[src/rtl/fcs_pkg.sv]
package fcs_pkg;

    typedef enum logic {
        PH_IDLE = 1'b0,
        PH_RUN  = 1'b1
    } phase_e;

endpackage

[src/rtl/fcs_match.sv]
module fcs_match #(
    parameter int CW = 16
) (
    input  logic          active_i,
    input  logic [CW-1:0] cnt_i,
    input  logic [CW-1:0] cmp_i,
    output logic          hit_o
);
    always_comb begin
        hit_o = active_i && (cnt_i == cmp_i);
    end
endmodule

[src/rtl/fcs_shortfall.sv]
module fcs_shortfall #(
    parameter int AW = 16
) (
    input  logic [AW-1:0] acc_i,
    input  logic [AW-1:0] rem_i,
    input  logic [AW-1:0] freq_i,
    output logic [AW-1:0] acc_o,
    output logic          extra_o
);
    localparam int SW = AW + 1;

    logic [SW-1:0] sum;
    logic [SW-1:0] lim;

    always_comb begin
        sum     = {1'b0, acc_i} + {1'b0, rem_i};
        lim     = {1'b0, freq_i};
        extra_o = (sum >= lim);
        if (extra_o) begin
            acc_o = AW'(sum - lim);
        end else begin
            acc_o = sum[AW-1:0];
        end
    end
endmodule

[src/rtl/fcs_advance.sv]
module fcs_advance #(
    parameter int CW = 16
) (
    input  logic [CW-1:0] base_i,
    input  logic [CW-1:0] step_i,
    input  logic          extra_i,
    output logic [CW-1:0] sum_o
);
    always_comb begin
        sum_o = base_i + step_i + {{(CW-1){1'b0}}, extra_i};
    end
endmodule

[src/rtl/frac_compare_sched.sv]
module frac_compare_sched #(
    parameter int CW = 16,
    parameter int AW = 16
) (
    input  logic          clk,
    input  logic          rst_n,
    input  logic [CW-1:0] cnt_i,
    input  logic          run_i,
    input  logic [CW-1:0] quot_i,
    input  logic [AW-1:0] rem_i,
    input  logic [AW-1:0] freq_i,
    output logic [CW-1:0] cmp_o,
    output logic          evt_o,
    output logic          wave_o
);
    import fcs_pkg::*;

    typedef struct packed {
        phase_e        phase;
        logic [CW-1:0] cmp;
        logic [AW-1:0] acc;
        logic          evt;
        logic          wave;
    } state_t;

    state_t st_d, st_q;

    logic          hit;
    logic [AW-1:0] acc_nx;
    logic          extra;
    logic [CW-1:0] arm_pt;
    logic [CW-1:0] next_pt;

    fcs_match #(.CW(CW)) u_match (
        .active_i (run_i && (st_q.phase == PH_RUN)),
        .cnt_i    (cnt_i),
        .cmp_i    (st_q.cmp),
        .hit_o    (hit)
    );

    fcs_shortfall #(.AW(AW)) u_short (
        .acc_i   (st_q.acc),
        .rem_i   (rem_i),
        .freq_i  (freq_i),
        .acc_o   (acc_nx),
        .extra_o (extra)
    );

    fcs_advance #(.CW(CW)) u_arm (
        .base_i  (cnt_i),
        .step_i  (quot_i),
        .extra_i (1'b0),
        .sum_o   (arm_pt)
    );

    fcs_advance #(.CW(CW)) u_next (
        .base_i  (st_q.cmp),
        .step_i  (quot_i),
        .extra_i (extra),
        .sum_o   (next_pt)
    );

    always_comb begin
        st_d     = st_q;
        st_d.evt = 1'b0;
        if (!run_i) begin
            st_d.phase = PH_IDLE;
        end else if (st_q.phase == PH_IDLE) begin
            st_d.phase = PH_RUN;
            st_d.cmp   = arm_pt;
            st_d.acc   = '0;
        end else if (hit) begin
            st_d.evt  = 1'b1;
            st_d.wave = ~st_q.wave;
            st_d.cmp  = next_pt;
            st_d.acc  = acc_nx;
        end
    end

    always_ff @(posedge clk or negedge rst_n) begin
        if (!rst_n) begin
            st_q <= '{phase: PH_IDLE, cmp: '0, acc: '0, evt: 1'b0, wave: 1'b0};
        end else begin
            st_q <= st_d;
        end
    end

    assign cmp_o  = st_q.cmp;
    assign evt_o  = st_q.evt;
    assign wave_o = st_q.wave;
endmodule

[config.mk]
export PLATFORM = sky130hd
export DESIGN_NAME = frac_compare_sched
export DESIGN_NICKNAME = d
export VERILOG_FILES = /design/src/rtl/fcs_pkg.sv /design/src/rtl/fcs_match.sv /design/src/rtl/fcs_shortfall.sv /design/src/rtl/fcs_advance.sv /design/src/rtl/frac_compare_sched.sv
export SDC_FILE = /design/constraint.sdc
export NUM_CORES = 1
export LEC_CHECK = 0
export BUFFER_PORTS_ARGS = -buffer_cell sky130_fd_sc_hd__buf_2
export CAP_MARGIN = 0
export CORE_ASPECT_RATIO = 1.4
export CORE_MARGIN = 8
export CORE_UTILIZATION = 60
export DETAILED_ROUTE_END_ITERATION = 10
export PLACE_DENSITY = 0.83
export SLEW_MARGIN = 20
export SYNTH_ARGS = -nofsm -noshare
export SYNTH_HDL_FRONTEND = slang
export SYNTH_SLANG_ARGS = --single-unit
[constraint.sdc]
create_clock -name clk -period 9.4 [get_ports clk]
set_input_delay 0.94 -clock clk [delete_from_list [all_inputs] [get_ports clk]]
set_output_delay 0.94 -clock clk [all_outputs]
set_load 0.02 [all_outputs]
==> results.yml, run 1 <==
status:
  status: "completed"
cts:
  cts.clk_slew.worst_paths_ns: 0.09
  cts_max_level: 2
  insertion_delay_ns: 0.31
  cts_num_sinks: 35
  postCtsHoldBufs: 0
  root_buffer: "clkbuf_8"
  numCtsBuffers: 5
  cts_resized: 0
  clockBufferDepth: 2
  cts_tree: "built"
  cts_setup_buffers: 0
synth:
  syn-num-nets: 735
  ys_top_cells_by_area: "dfrtp_1 18%, ha_1 16%, xnor2_1 5.6%"
  yosysMostFrequentCell: "ha_1"
  ys_seq_area_share_pct: 18.1
  synth-edff-count: 0
  avgSynthCellArea_um2: 8.03
  synth_flop_cell: "dfrtp_1"
  syn_inst: 602
  synth_top_area_cell: "dfrtp_1"
  synth_top_area_share_pct: 18.1
  syn_area_um2: 4830
  yosysUniqueCellTypes: 68
  ys_warn_count: 0
  ys_ff_latch: 35
  synth_common_cells: "61 x ha_1, 50 x nand2_1, 44 x inv_1, 43 x nor2_1, 38 x a21oi_1"
  synth_async_sr_flop_share_pct: 100
placement:
  dp_hpwl_mm: 11.2
  io_buffers: 84
  gp_congestion: 0.969
floorplan:
  io_pins: 85
  rows: 38
  die_w_um: 91.9
  die_area_um2: 11200
  core_um2: 7800
  start_util_pct: 62.0
  die_y_um: 122
power_and_ir_drop:
  irDropWorstVdd_uv: 75.7
  leakage_nw: 2.61
  cell_internal_pwr_w: 0.000358
  powerDensity_nw_per_um2: 121
  switching_power_w: 0.000282
  swShare_pct: 44.0
  power_frac_seq_pct: 28.5
  p_comb_share_pct: 52.3
  p_clk_share_pct: 19.2
grt:
  overflow: 0
  grtUsageTotal_pct: 25.3
  grt_start_max_net_pins: 36
  grt_pass1_wl_mm: 23.3
  grt_pass1_vias: 5133
  antenna_found_initial: 0
sta:
  holdWs_ns: 0.490
  rsz0062_at_grt: "no"
  hold_viol_final: 0
  setup_tns_ns: 0
  clock.fmax_mhz: 157
  slew_viol_final: 0
  slew_headroom_pct: 35.9
  setup_viol: 0
  period_share_pct: 67.5
  finClkSkew_ns: 0.00948
  worstMarginPinSlew_ns: 0.962
  fin_crit_ns: 6.35
routing:
  vias_per_cell: 6.21
  wl_mm: 14.0
  ant_nets: 0
  drc: 0
  first_pass_iters: 5
  vias: 4770
  post_drt_wl_per_cell_um: 18.3
  drtIter0Drc: 238
setup_path:
  crit_required_ns: 9.55
  worstRegToRegCells: 28
  cp_data_arrival_time_ns: 6.50
  crit_path_start_kind: "input port"
  reg2reg_slack_ns: 3.38
  cp_max_fo: 4
  path_class: "in -> reg"
  endpoint_kind: "flip-flop"
  critical-path-slowest-cell: "fa_1"
  max_stage_delay_ns: 0.42
  crit_top_cell: "fa_1"
layout:
  nNetsFinal: 800
  final_layout_size_suffix_gt1_share_pct: 16.0
  area_delta_synth_final_pct: 9.40
  n_antenna_cell: 0
hold_path:
  holdPathStages: 1
  hp-class: "reg -> reg"
job:
  cap_violations: 0
## power by group through the flow
stage | sequential (W) | combinational, W | clock, W
after CTS | 0.000182 | 0.000331 | 0.000121
after global placement | 0.000184 | 0.000319 | 0
after global routing | 0.000184 | 0.000368 | 0.000127
final | 0.000182 | 0.000335 | 0.000123
after detailed placement | 0.000184 | 0.000329 | 0
after floorplan | 0.000179 | 0.000264 | 0
## path summary, 6_finish.rpt
check / from / endpoint
min in group asynchronous: rst_n / cmp_o[4]$_DFFE_PN0P_
worst max-delay path: rem_i[0] / cmp_o[14]$_DFFE_PN0P_
max in group asynchronous: rst_n / st_q[14]$_DFFE_PN0P_
worst max register to register: st_q[2]$_DFFE_PN0P_ / cmp_o[14]$_DFFE_PN0P_
worst min register to register: wave_o$_DFFE_PN0P_ / wave_o$_DFFE_PN0P_
worst min-delay path: wave_o$_DFFE_PN0P_ / wave_o$_DFFE_PN0P_
## cell families (layout without fill, tap and decap cells)
family          Yosys count  in the layout  synth area share (%)
mux                      14             14                  2.93
xor+xnor                 57             57                  10.3
buf+inv                  73            139                  7.61
simple gates            177            177                  17.8
compound gates          180            180                  25.4
flops                    35             35                  18.1
fa+ha+maj                66             66                  17.9
## placed cells by master, fill, tap and decap left out, types with 16 or more instances in the layout
cell type / netlist / layout
nand2_1: 50 / 50
dfrtp_1: 35 / 35
a21oi_1: 38 / 38
o21ai_0: 16 / 16
xor2_1: 26 / 26
o21ai_1: 23 / 23
xnor2_1: 31 / 31
buf_2: 2 / 84
ha_1: 61 / 61
inv_1: 44 / 44
nor3_1: 17 / 17
nor2_1: 43 / 43
## sequential cells by signal, summed over array words and instances (netlist names)
| register | flops |
|---|---|
| cmp_o | 16 |
| wave_o | 1 |
| evt_o | 1 |
| st_q | 17 |
## layout make-up
cell class | count | area [µm²]
Multi-Input combinational cell | 494 | 3590
Timing Repair Buffer | 87 | 443
Fill cell | 689 | 2510
Tap cell | 100 | 125
Sequential cell | 35 | 876
Clock buffer | 5 | 68.8
Inverter | 44 | 165
Clock inverter | 3 | 20.0
## per-stage QoR
step	std cells	total power [W]	area [µm²]	utilization, %	setup slack (ns)
finish	768	0.000640	5290	67.8	3.05
global route	768	0.000679	5290	67.8	2.56
CTS	768	0.000634	5290	67.8	3.04
detailed placement	760	0.000514	5200	66.7	2.75
global placement	760	0.000503	5200	66.7	2.99
floorplan	602	0.000443	4830	-	3.24
## routing by layer
metal  global-route usage, %  wire length [µm]  vias to the layer above
li1                        -                 -                     2300
met3                    3.45               761                       48
met4                    15.3               607                        0
met2                    47.3              7410                      205
met1                    26.2              5270                     2217
met5                       0                 0                        -
## worst max-delay path, delay by kind of cell
kind / cells / cell delay, ns
fa+ha+maj: 5 / 1.58
xor+xnor: 2 / 0.39
compound gates: 13 / 2.46
buf+inv: 3 / 0.25
simple gates: 6 / 0.86
Power figures use the tool's default switching activity.
==> inputs of run 2 (changes only) <==
--- a/config.mk
+++ b/config.mk
@@ -5,13 +5,14 @@
 export SDC_FILE = /design/constraint.sdc
 export NUM_CORES = 1
 export LEC_CHECK = 0
+export ABC_AREA = 1
 export BUFFER_PORTS_ARGS = -buffer_cell sky130_fd_sc_hd__buf_2
 export CAP_MARGIN = 0
 export CORE_ASPECT_RATIO = 1.4
 export CORE_MARGIN = 8
-export CORE_UTILIZATION = 60
+export CORE_UTILIZATION = 55
 export DETAILED_ROUTE_END_ITERATION = 10
-export PLACE_DENSITY = 0.83
+export PLACE_DENSITY = 0.78
 export SLEW_MARGIN = 20
 export SYNTH_ARGS = -nofsm -noshare
 export SYNTH_HDL_FRONTEND = slang
==> constraint.sdc (replaced) <==
create_clock -name clk -period 5.7 [get_ports clk]
set_input_delay 0.57 -clock clk [delete_from_list [all_inputs] [get_ports clk]]
set_output_delay 0.57 -clock clk [all_outputs]
set_load 0.02 [all_outputs]
==> results.yml, run 2 <==
floorplan:
  start_util_pct: 55.9
  die_y_um: 142
  rows: 46
  io_pins: 85
  core_um2: 11200
  die_w_um: 106
  die_area_um2: 15100
sta:
  worstMarginPinSlew_ns: 0.976
  setup_viol: 0
  rsz0062_at_grt: "no"
  hold_viol_final: 0
  slew_viol_final: 0
  slew_headroom_pct: 34.9
  period_share_pct: 85.6
  finClkSkew_ns: 0.0100
  holdWs_ns: 0.435
  clock.fmax_mhz: 205
  fin_crit_ns: 4.88
  setup_tns_ns: 0
routing:
  wl_mm: 20.1
  vias_per_cell: 5.23
  ant_nets: 0
  drc: 0
  vias: 7028
  first_pass_iters: 5
  post_drt_wl_per_cell_um: 15.0
  drtIter0Drc: 304
cts:
  postCtsHoldBufs: 0
  cts_setup_buffers: 0
  cts_max_level: 2
  cts_resized: 0
  root_buffer: "clkbuf_16"
  cts_tree: "built"
  numCtsBuffers: 5
  clockBufferDepth: 2
  cts.clk_slew.worst_paths_ns: 0.07
  cts_num_sinks: 35
  insertion_delay_ns: 0.29
layout:
  final_cell_mix: "462 x nand2_1, 220 x inv_1, 96 x nand3_1"
  fillers: 1202
  max_flop_register: "st_q"
  nNetsFinal: 1333
  final_common_cell: "nand2_1"
  area_delta_synth_final_pct: 8.37
  n_antenna_cell: 0
  final_area_um2: 6800
  final_layout_size_suffix_gt1_share_pct: 8.91
  largest_reg_flops: 17
synth:
  synth_flop_cell: "dfrtp_1"
  syn_area_um2: 6280
  synth-edff-count: 0
  ys_top_cells_by_area: "nand2_1 28%, dfrtp_1 14%, inv_1 13%"
  synth_top_area_cell: "nand2_1"
  ys_warn_count: 0
  syn-num-nets: 1270
  ys_ff_latch: 35
  syn_inst: 1137
  synth_top_area_share_pct: 27.6
  ys_seq_area_share_pct: 14.0
  avgSynthCellArea_um2: 5.52
  synth_async_sr_flop_share_pct: 100
  synth_common_cells: "462 x nand2_1, 220 x inv_1, 96 x nand3_1, 72 x nor2_1, 61 x ha_1"
  yosysMostFrequentCell: "nand2_1"
  yosysUniqueCellTypes: 32
grt:
  grt_start_max_net_pins: 36
  grt_pass1_vias: 6843
  grt_pass1_wl_mm: 31.9
  antenna_found_initial: 0
  grtUsageTotal_pct: 26.8
  overflow: 0
power_and_ir_drop:
  powerDensity_nw_per_um2: 176
  leakage_nw: 4.38
  irDropWorstVdd_uv: 106
setup_path:
  endpoint_kind: "flip-flop"
  crit_top_cell: "nand2_1"
  cp_data_arrival_time_ns: 5.11
  max_stage_delay_ns: 0.42
  crit_required_ns: 5.93
  crit_path_start_kind: "input port"
  critical-path-slowest-cell: "fa_1"
  cp_max_fo: 17
  path_class: "in -> reg"
placement:
  gp_congestion: 0.990
  placed_area_um2: 6660
  io_buffers: 84
  dp_hpwl_mm: 16.8
status:
  status: "completed"
hold_path:
  hp-class: "in -> async"
job:
  cap_violations: 0
## run 2: cell types whose count changed in the layout (fill, tap and decap cells not counted), sizes merged, moves of 14 or more
cell   delta
o21ai    -14
nand2   +420
nand3    +83
xor2     -14
xnor2    -16
nor2     +32
inv     +178
## run 2: cells by family (layout without fill, tap and decap cells)
kind of cell / after synthesis / count (layout) / share of synthesized area, %
flip-flops: 35 / 35 / 14.0
adder cells (fa/ha/maj): 66 / 66 / 13.8
AO/OA/AOI/OAI: 67 / 67 / 5.64
buffers and inverters: 250 / 314 / 16.7
AND/OR/NAND/NOR: 692 / 692 / 46.2
XOR/XNOR: 27 / 27 / 3.77
## run 2: layout make-up
class / count / area (µm²) / share of cell area [%]
multi-input cells: 852 / 4350 / 64.0
flip-flops and latches: 35 / 876 / 12.9
inverters: 222 / 833 / 12.2
repair buffers: 84 / 420 / 6.18
well taps: 144 / 180 / 2.65
clock buffers: 6 / 129 / 1.89
clock inverters: 2 / 12.5 / 0.184
## run 2: layer usage
layer  track usage, %  wire length, µm
met1             24.0             7030
met2             53.2            10900
met3             2.81              763
met4             20.1             1450
met5                0                0
## run 2: report_power, final
group | total [W] | leakage (nW) | internal (W) | switching, W
clock | 0.000289 | 0.0669 | 0.000162 | 0.000127
sequential | 0.000291 | 0.471 | 0.000266 | 0.0000256
combinational | 0.000618 | 3.85 | 0.000214 | 0.000404
## run 2: metrics by stage
stage          utilization (%)  setup WS [ns]  total power [W]  std cells
6_report                  60.6          0.821          0.00120       1345
5_1_grt                   60.6          0.287          0.00129       1345
4_1_cts                   60.6          0.815          0.00120       1345
3_5_place_dp              59.4          0.515         0.000908       1337
3_3_place_gp              59.4          0.598         0.000903       1337
2_1_floorplan                -           1.14         0.000757       1137
## run 2: path summary, 6_finish.rpt
| kind | from | end | slack (ns) | cells after the start |
|---|---|---|---|---|
| max | rem_i[0] | cmp_o[8]$_DFFE_PN0P_ | 0.82 | 32 |
| min reg2reg | wave_o$_DFFE_PN0P_ | wave_o$_DFFE_PN0P_ | 0.47 | 1 |
| max in group asynchronous | rst_n | st_q[2]$_DFFE_PN0P_ | 4.66 | 1 |
| min | rst_n | st_q[17]$_DFFE_PN0P_ | 0.43 | 1 |
| min in group clk | run_i | st_q[34]$_DFF_PN0_ | 0.47 | 1 |
| max reg2reg | st_q[2]$_DFFE_PN0P_ | cmp_o[8]$_DFFE_PN0P_ | 0.83 | 31 |
## run 2: worst max-delay path, delay by kind of cell
family | cells | cell delay, ns
xor gates and xnor gates | 1 | 0.16
adders and majority gates | 5 | 1.79
and+or+nand+nor | 19 | 1.93
buffers and inverters | 7 | 0.64
